`src/rtl/lockin_pkg.sv`:
```
package lockin_pkg;
  localparam int PHASE_W  = 32;
  localparam int SAMPLE_W = 16;
  localparam int ACC_W    = 32;
  localparam int K_W      = 5;

  typedef struct packed {
    logic load;   // batch start: load phase, step, k
    logic step;   // consume one sample
    logic emit;   // last sample of batch: present result
  } ctlStrobes_t;
endpackage

```
`src/rtl/lockin_ctrl.sv`:
```
module lockin_ctrl
  import lockin_pkg::*;
#(
  parameter int BATCH_LOG2 = 2
) (
  input  logic        clk,
  input  logic        rst,
  input  logic        batchStart,
  input  logic        sampleValid,
  input  logic        loValid,
  output ctlStrobes_t strobes
);
  localparam int CNT_W = (BATCH_LOG2 > 0) ? BATCH_LOG2 : 1;
  localparam int BATCH = 1 << BATCH_LOG2;
  localparam logic [CNT_W-1:0] LAST = CNT_W'(BATCH - 1);

  logic [CNT_W-1:0] count;
  logic lastSample;

  assign lastSample   = (count == LAST);
  assign strobes.load = batchStart;
  assign strobes.step = sampleValid && loValid && !batchStart;
  assign strobes.emit = strobes.step && lastSample;

  always_ff @(posedge clk) begin
    if (rst || strobes.load) count <= '0;
    else if (strobes.step)   count <= lastSample ? '0 : count + 1'b1;
  end

  // a batch start leaves the batch count at zero
  p_count_cleared_r2: assert property (@(posedge clk) disable iff (rst)
    strobes.load |=> (count == '0));

  // without a consumed sample the batch count does not move
  p_count_hold_r4: assert property (@(posedge clk) disable iff (rst)
    (!strobes.step && !strobes.load) |=> $stable(count));
endmodule

```
`src/rtl/lockin_dpath.sv`:
```
module lockin_dpath
  import lockin_pkg::*;
#(
  parameter int HARM_W = 8,
  parameter int ORDER  = 2
) (
  input  logic                clk,
  input  logic                rst,
  input  ctlStrobes_t         strobes,
  input  logic [PHASE_W-1:0]  phaseOffset,
  input  logic [PHASE_W-1:0]  refPhase,
  input  logic [PHASE_W-1:0]  refFreq,
  input  logic [HARM_W-1:0]   harmonic,
  input  logic [K_W-1:0]      timeConst,
  input  logic [SAMPLE_W-1:0] sample,
  input  logic [PHASE_W-1:0]  loCos,
  input  logic [PHASE_W-1:0]  loSin,
  output logic [PHASE_W-1:0]  loPhase,
  output logic                resultValid,
  output logic [ACC_W-1:0]    iOut,
  output logic [ACC_W-1:0]    qOut
);
  localparam int HALF = PHASE_W / 2;
  localparam logic [K_W-1:0] K_RESET = K_W'(8);

  logic [PHASE_W-1:0] harmExt, startPhase, stepWord, freqWord;
  logic [K_W-1:0]     timeK;

  assign harmExt    = {{(PHASE_W-HARM_W){harmonic[HARM_W-1]}}, harmonic};
  assign startPhase = phaseOffset + refPhase * harmExt;
  assign stepWord   = refFreq * harmExt;

  always_ff @(posedge clk) begin
    if (rst) begin
      loPhase  <= '0;
      freqWord <= '0;
      timeK    <= K_RESET;
    end else if (strobes.load) begin
      loPhase  <= startPhase;
      freqWord <= stepWord;
      timeK    <= timeConst;
    end else if (strobes.step) begin
      loPhase  <= loPhase + freqWord;
    end
  end

  // Mixers: sample times the upper half of each oscillator component
  logic signed [ACC_W-1:0] mixed [2];
  assign mixed[0] = (ACC_W'($signed(sample)) * ACC_W'($signed(loCos[PHASE_W-1:HALF]))) >>> HALF;
  assign mixed[1] = (ACC_W'($signed(sample)) * ACC_W'($signed(loSin[PHASE_W-1:HALF]))) >>> HALF;

  logic signed [ACC_W-1:0] filtOut [2];

  for (genvar ch = 0; ch < 2; ch++) begin : g_chan
    logic signed [ACC_W-1:0] xs [ORDER+1];
    assign xs[0] = mixed[ch];
    for (genvar st = 0; st < ORDER; st++) begin : g_stage
      logic signed [ACC_W-1:0] yQ, dy, yD;
      assign dy        = xs[st] - (yQ >>> timeK);
      assign yD        = yQ + dy;
      assign xs[st+1]  = (yD - (dy >>> 1)) >>> timeK;
      always_ff @(posedge clk) begin
        if (rst)               yQ <= '0;
        else if (strobes.step) yQ <= yD;
      end
    end
    assign filtOut[ch] = xs[ORDER];
  end

  always_ff @(posedge clk) begin
    if (rst) begin
      resultValid <= 1'b0;
      iOut        <= '0;
      qOut        <= '0;
    end else begin
      resultValid <= strobes.emit;
      if (strobes.emit) begin
        iOut <= filtOut[0];
        qOut <= filtOut[1];
      end
    end
  end

  // phase is held while nothing is consumed or loaded
  p_phase_hold_r4: assert property (@(posedge clk) disable iff (rst)
    (!strobes.step && !strobes.load) |=> $stable(loPhase));

  // each consumed sample moves the phase by the latched step
  p_phase_advance_r3: assert property (@(posedge clk) disable iff (rst)
    strobes.step |=> (loPhase == $past(loPhase) + freqWord));

  // a result strobe always follows a consumed sample
  p_result_after_step_r7: assert property (@(posedge clk) disable iff (rst)
    resultValid |-> $past(strobes.step));

  // outputs stay put between results
  p_result_hold_r7: assert property (@(posedge clk) disable iff (rst)
    !strobes.emit |=> ($stable(iOut) && $stable(qOut)));
endmodule

```
`src/rtl/lockin_demod.sv`:
```
module lockin_demod
  import lockin_pkg::*;
#(
  parameter int BATCH_LOG2 = 2,
  parameter int HARM_W     = 8,
  parameter int ORDER      = 2
) (
  input  logic                clk,
  input  logic                rst,
  input  logic                batchStart,
  input  logic [PHASE_W-1:0]  phaseOffset,
  input  logic [PHASE_W-1:0]  refPhase,
  input  logic [PHASE_W-1:0]  refFreq,
  input  logic [HARM_W-1:0]   harmonic,
  input  logic [K_W-1:0]      timeConst,
  input  logic                sampleValid,
  input  logic [SAMPLE_W-1:0] sample,
  output logic [PHASE_W-1:0]  loPhase,
  input  logic                loValid,
  input  logic [PHASE_W-1:0]  loCos,
  input  logic [PHASE_W-1:0]  loSin,
  output logic                resultValid,
  output logic [ACC_W-1:0]    iOut,
  output logic [ACC_W-1:0]    qOut
);
  ctlStrobes_t strobes;

  lockin_ctrl #(.BATCH_LOG2(BATCH_LOG2)) u_ctrl (
    .clk(clk), .rst(rst), .batchStart(batchStart),
    .sampleValid(sampleValid), .loValid(loValid), .strobes(strobes)
  );

  lockin_dpath #(.HARM_W(HARM_W), .ORDER(ORDER)) u_dpath (
    .clk(clk), .rst(rst), .strobes(strobes),
    .phaseOffset(phaseOffset), .refPhase(refPhase), .refFreq(refFreq),
    .harmonic(harmonic), .timeConst(timeConst), .sample(sample),
    .loCos(loCos), .loSin(loSin), .loPhase(loPhase),
    .resultValid(resultValid), .iOut(iOut), .qOut(qOut)
  );
endmodule

```
`config.mk`:
```
export PLATFORM = sky130hd
export DESIGN_NAME = lockin_demod
export DESIGN_NICKNAME = d
export VERILOG_FILES = /design/src/rtl/lockin_pkg.sv /design/src/rtl/lockin_ctrl.sv /design/src/rtl/lockin_dpath.sv /design/src/rtl/lockin_demod.sv
export SDC_FILE = /design/constraint.sdc
export NUM_CORES = 2
export LEC_CHECK = 0
export BUFFER_PORTS_ARGS = -buffer_cell sky130_fd_sc_hd__buf_2
export CAP_MARGIN = 5
export CORE_MARGIN = 4
export CORE_UTILIZATION = 35
export CTS_CLUSTER_DIAMETER = 50
export DETAILED_ROUTE_END_ITERATION = 16
export HOLD_SLACK_MARGIN = 0.06
export PLACE_DENSITY_LB_ADDON = 0.15
export REMOVE_ABC_BUFFERS = 1
export SETUP_SLACK_MARGIN = 0.15
export SYNTH_ARGS = -nofsm -noshare
export SYNTH_HDL_FRONTEND = slang
export SYNTH_HIERARCHICAL = 1
export SYNTH_SLANG_ARGS = --single-unit
```
`constraint.sdc`:
```
create_clock -name clk -period 21.2 [get_ports clk]
set_input_delay 4.24 -clock clk [delete_from_list [all_inputs] [get_ports clk]]
set_output_delay 4.24 -clock clk [all_outputs]
set_load 0.02 [all_outputs]
```
== Word-level counts from Yosys, hierarchy flattened ==
Cells that the tools add are included.
Storage, ports and cells
  bits in registers: 264
  input bits: 194
  output and inout port bits: 97
  word-level logic and storage cells: 48
Operators by class
  $add $sub $neg: 15
  multipliers: 4
  equality and inequality tests: 1
  shift-type cells: 8
  multiplexer cells: 3
  reductions and logical operators: 6
Operator list (number)
  32-bit by 5-bit >>> shifter with 32-bit output: 8
  32-bit adder: 6
  32-bit by 31-bit subtractor with 32-bit output: 4
  16-bit by 16-bit multiplier with 32-bit output: 2
  32-bit by 8-bit multiplier with 32-bit output: 2
  32-bit 2-to-1 mux: 2
  16-bit by 32-bit subtractor with 32-bit output: 2
  32-bit subtractor: 2
  1-bit logical AND: 3
  2-bit by 1-bit adder with 2-bit output, second input constant: 1
  2-bit equality test, second input constant: 1
  2-bit 2-to-1 mux: 1
  2-bit nonzero test: 1
  1-bit logical NOT: 1
  1-bit logical OR: 1

== Longest topological paths before layout ==
  word-level depth: 9
  depth in mapped cells: 101
  gate-level depth less buffers: 99

== Hierarchy ==
The synthesis kept the hierarchy.
Modules (own cells, without submodules)
  lockin_dpath: instances 1, cells each 9154, area an instance 74051.0 µm², seq. area each 5245.0 µm²
  lockin_ctrl: instances 1, cells each 14, area an instance 132.6 µm², seq. area each 40.0 µm²

== Least setup slack after synthesis ==
Ideal clock, no wire load.
  path kind: input-to-reg
  start point: input loSin[17]
  end point: register u_dpath.qOut[0]
  setup time: 122 ps
  arrival time: 22404 ps
  required time: 21078 ps
  setup slack: -1325 ps
  cell stages on the path: 88
  buffers on the path: 1
  cells stage by stage: clkbuf_1 nand2_1 fa_1 fa_1 fa_1 inv_1 fa_1 fa_1 inv_1 fa_1 inv_1 ha_1 a21o_1 a21o_1 a211o_1 a31oi_1 o21bai_1 a21oi_1 [52 not listed] or2_2 o21ai_0 a21oi_1 o21bai_1 a21oi_1 xnor2_1 ha_1 o21ai_1 nand2b_1 a31o_2 a21o_1 a21o_1 a221oi_1 xnor2_1 mux4_2 mux2i_1 o21ai_0 a221o_1
On the way
  word-level cells in the longest chain between the ends: 9
RTL lines
  from (decl): RTL line lockin_demod.sv:21  | input logic [PHASE_W-1:0] loSin,
  16-bit by 16-bit multiplier with 32-bit output: RTL line lockin_dpath.sv:50  | assign mixed[1] = (ACC_W'($signed(sample)) * ACC_W'($signed(loSin[PHASE_W-1:HALF]))) >>> HALF;
  16-bit by 32-bit subtractor with 32-bit output: RTL line lockin_dpath.sv:59  | assign dy = xs[st] - (yQ >>> timeK);
  32-bit adder: RTL line lockin_dpath.sv:60  | assign yD = yQ + dy;
  named net u_dpath.g_chan[1].g_stage[0].yD[25]: RTL line lockin_dpath.sv:58  | logic signed [ACC_W-1:0] yQ, dy, yD;
  32-bit by 31-bit subtractor with 32-bit output: RTL line lockin_dpath.sv:61  | assign xs[st+1] = (yD - (dy >>> 1)) >>> timeK;
  32-bit by 5-bit >>> shifter with 32-bit output: RTL line lockin_dpath.sv:61
  32-bit subtractor: RTL line lockin_dpath.sv:59
  32-bit adder: RTL line lockin_dpath.sv:60
  named net u_dpath.g_chan[1].g_stage[1].yD[19]: RTL line lockin_dpath.sv:58
  32-bit by 31-bit subtractor with 32-bit output: RTL line lockin_dpath.sv:61
  32-bit by 5-bit >>> shifter with 32-bit output: RTL line lockin_dpath.sv:61
  to (signal assigned): RTL line lockin_dpath.sv:79  | qOut <= filtOut[1];
  to (decl): RTL line lockin_dpath.sv:21  | output logic [ACC_W-1:0] qOut
The timed path passes the listed nets, and every way through them passes these cells.
A chain may end at the register's enable or synchronous reset.

== Worst setup path in the final report ==
  start point: input sample[7]
  end point: register u_dpath.qOut[12]
On the way
  word-level cells in the longest chain between the ends: 9
RTL lines
  from (decl): RTL line lockin_demod.sv:17  | input logic [SAMPLE_W-1:0] sample,
  16-bit by 16-bit multiplier with 32-bit output: RTL line lockin_dpath.sv:50
  16-bit by 32-bit subtractor with 32-bit output: RTL line lockin_dpath.sv:59
  32-bit adder: RTL line lockin_dpath.sv:60
  named net u_dpath.g_chan[1].g_stage[0].yD[24]: RTL line lockin_dpath.sv:58
  32-bit by 31-bit subtractor with 32-bit output: RTL line lockin_dpath.sv:61
  32-bit by 5-bit >>> shifter with 32-bit output: RTL line lockin_dpath.sv:61
  32-bit subtractor: RTL line lockin_dpath.sv:59
  32-bit adder: RTL line lockin_dpath.sv:60
  named net u_dpath.g_chan[1].g_stage[1].yD[24]: RTL line lockin_dpath.sv:58
  32-bit by 31-bit subtractor with 32-bit output: RTL line lockin_dpath.sv:61
  32-bit by 5-bit >>> shifter with 32-bit output: RTL line lockin_dpath.sv:61
The timed path passes the listed nets, and every way through them passes these cells.

==> flow_metrics.py <==
metrics = {
    "run_status": {
        "status": "finished, violations left",
        "failed_checks": "negative setup slack",
    },
    "clocking": {
        "holdBufCountCts": 0,
        "cts_made_buffers": 56,
        "htree_levels": 2,
        "cts_root_buf": "clkbuf_16",
        "clockBufferDepth": 3,
        "cts_sinks": 264,
        "clk_pin_slew_ns": 0.06,
        "clk_latency_ns": 0.69,
        "cts_tree": "done",
    },
    "synthesis": {
        "ys_seq_elements": 264,
        "synth_edf_count": 0,
        "ys.flop_type": "dfxtp_1",
        "synth_top_family_by_area": "adder cells",
        "muxShareOfSynthArea_pct": 9.42,
        "ys_seq_area_share_pct": 7.12,
        "synth-adder-area-share_pct": 34.9,
        "synthSimpleGateAreaFrac_pct": 17.6,
        "synth-async-reset-ratio_pct": 0,
        "synth-compound-area-share_pct": 16.6,
        "synth_warnings": 6,
        "synth-xor-area-share_pct": 5.90,
        "avgSynthCellArea_um2": 8.09,
        "synth.distinct_cells": 109,
        "syn_inst": 9168,
        "netlist_area_um2": 74200,
    },
    "worst_setup_path": {
        "worst-path-max-fanout": 9,
        "reg2reg_to": "u_dpath/qOut[12]",
        "required_ns": 21.76,
        "critPathArrivalTime_ns": 23.11,
        "max_stage_delay_ns": 0.54,
        "ff2ff_path_depth": 80,
        "startpoint_type": "input port",
        "critPathCaptureType": "flip-flop",
        "crit_type": "in -> reg",
        "worst_path_max_delay_cell": "fa_1",
        "cpMostUsedCell": "a21o_1",
        "r2r_start": "u_dpath/timeK[1]",
        "rrSetupSlack_ns": 4.30,
    },
    "die": {
        "core_area_um2": 210000,
        "die_h_um": 468,
        "io_pins": 291,
        "start_util_pct": 35.3,
        "rows": 168,
        "dieArea_um2": 219000,
        "dieWidth_um": 468,
    },
    "route": {
        "wl_um": 249000,
        "ant_nets": 0,
        "dr_total_vias": 70500,
        "drt_iter0_markers": 4031,
        "firstDrtPassIters": 6,
        "drc": 0,
        "viasPerCell": 5.14,
        "drt-wirelength-per-cell_um": 18.1,
    },
    "timing": {
        "final.setup_skew_ns": 0.0677,
        "fin_crit_ns": 22.54,
        "tightest_slew_ns": 1.27,
        "rsz0062_at_grt": "true",
        "setup_ws_ns": -1.34,
        "hold_violations": 0,
        "tns_ns": -64.10,
        "timing.final.crit_share_pct": 106,
        "final_max_slew_viol_count": 0,
        "clock.fmax_mhz": 44.4,
        "relSlewSlack_pct": 14.9,
        "setup_viol": 64,
    },
    "hold_path": {
        "hold_depth": 1,
        "whs_endpoint": "u_dpath/qOut[26]",
        "hp-class": "reg -> reg",
        "min_from": "u_dpath/qOut[26]",
    },
    "global_route": {
        "grt_overflow": 0,
        "track_usage_pct": 22.1,
        "antenna_found_initial": 8,
        "grt_max_degree": 120,
        "grt_pass1_vias": 72200,
        "grt_first_pass_wirelength_um": 393000,
    },
    "layout": {
        "drive_gt1_share_pct": 27.3,
        "num-nets-final": 12600,
        "areaGrowthSynthToFinish_pct": 30.4,
        "stdcell_area_um2": 96700,
    },
    "job": {
        "drv_cap": 0,
    },
    "placed_design": {
        "io_buffers": 258,
        "place_area_um2": 89700,
        "hpwlAfterDp_um": 198000,
        "routabilityCongestion": 0.908,
    },
}
## cells in the mapped netlist, types with 165 or more instances
cell type | instances | area (um2)
nand2_1 | 978 | 3670
inv_1 | 1224 | 4590
dfxtp_1 | 264 | 5290
fa_1 | 879 | 17600
xnor2_1 | 337 | 2950
a21oi_1 | 507 | 2540
and2_1 | 489 | 3060
a21o_1 | 175 | 1310
a211oi_1 | 165 | 1240
ha_1 | 665 | 8320
mux2i_1 | 387 | 3870
o21ai_0 | 334 | 1670
clkbuf_1 | 326 | 1220
nor2_1 | 703 | 2640
## state kept, by name, summed over array words and instances (netlist names)
name / count
u_dpath/timeK: 5
u_dpath/resultValid: 1
u_dpath/iOut: 32
u_dpath/qOut: 32
u_ctrl/count: 2
u_dpath/loPhase: 32
u_dpath/freqWord: 32
u_dpath/g_chan.g_stage.yQ: 128
## worst max-delay path: cells and delay by family
kind            cells  cell delay, ns
mux                 2            0.58
simple gates       11            1.80
buf+inv            17            1.96
xor+xnor            6            0.93
compound gates     43            8.60
fa+ha+maj          13            4.97
## through the flow
step	instances	setup slack, ns	utilization [%]	hold slack (ns)
after detailed placement	13400	-3.32	42.7	0.443
after global placement	13400	-3.13	42.7	0.439
after CTS	13700	-1.14	45.1	0.451
final	13700	-1.34	46.0	0.455
after floorplan	8737	-5.68	-	0.439
after global routing	13700	-2.06	46.0	0.480
## final cells by class
type / instances / area, um2
clock inverters: 33 / 357
clock buffers: 70 / 1510
repair buffers: 2061 / 15400
flip-flops and latches: 264 / 5300
multi-input cells: 7245 / 66000
well taps: 2805 / 3510
fillers: 21000 / 113000
inverters: 1228 / 4630
diodes: 5 / 12.5
## logic make-up (layout without fill, tap and decap cells)
group / Yosys count / after routing
other cells: 0 / 5
mux: 564 / 564
xor+xnor: 493 / 493
simple gates: 2785 / 2785
flops: 264 / 264
buf+inv: 1659 / 3392
fa+ha+maj: 1544 / 1544
compound gates: 1859 / 1859
## what timing repair did
| item | CTS | global route |
|---|---|---|
| endpoints found under the setup margin | 81 | 77 |
| gates cloned | 1 | 0 |
| hold endpoints to repair | 0 | 0 |
| gates resized for setup | 526 | 317 |
| setup buffers | 119 | 55 |
| pin swaps | 272 | 201 |
## worst max-delay path by stage
stage | cells after the start | end | start
6_report | 92 | u_dpath/qOut[12] | sample[7]
5_1_grt | 95 | u_dpath/qOut[12] | sample[4]
4_1_cts | 95 | u_dpath/qOut[0] | loSin[21]
3_5_place_dp | 90 | u_dpath/iOut[7] | sample[10]
3_3_place_gp | 91 | u_dpath/iOut[7] | sample[10]
2_1_floorplan | 76 | u_dpath/iOut[21] | u_dpath/timeK[0]
## placed cells by master (no fill, tap or decap), types with 58 or more instances in the layout
cell,count
buf_4,1725
inv_1,1202
nand2_1,951
fa_1,858
nor2_1,673
ha_1,625
and2_1,471
a21oi_1,424
mux2i_1,374
xnor2_1,289
o21ai_0,269
dfxtp_1,259
buf_2,235
a21o_1,175
a211oi_1,142
xor2_1,134
nand2b_1,130
o21a_1,110
nor3_1,99
mux4_2,99
nand3_1,90
buf_6,74
nor2b_1,72
a21oi_2,71
mux2_2,67
a31oi_1,58
## metal layers
layer | vias to the layer above | share of wire, % | GRT usage, % | wire [um]
met2 | 1378 | 48 | 38.0 | 119000
met1 | 34700 | 46 | 30.0 | 113000
met5 | - | 0 | 0 | 0
met4 | 0 | 2.2 | 4.92 | 5590
li1 | 34100 | - | - | -
met3 | 283 | 4.1 | 2.25 | 10200
Power is not shown: default switching activity piles up to over one toggle a cycle in this logic, so the estimate is an artifact.
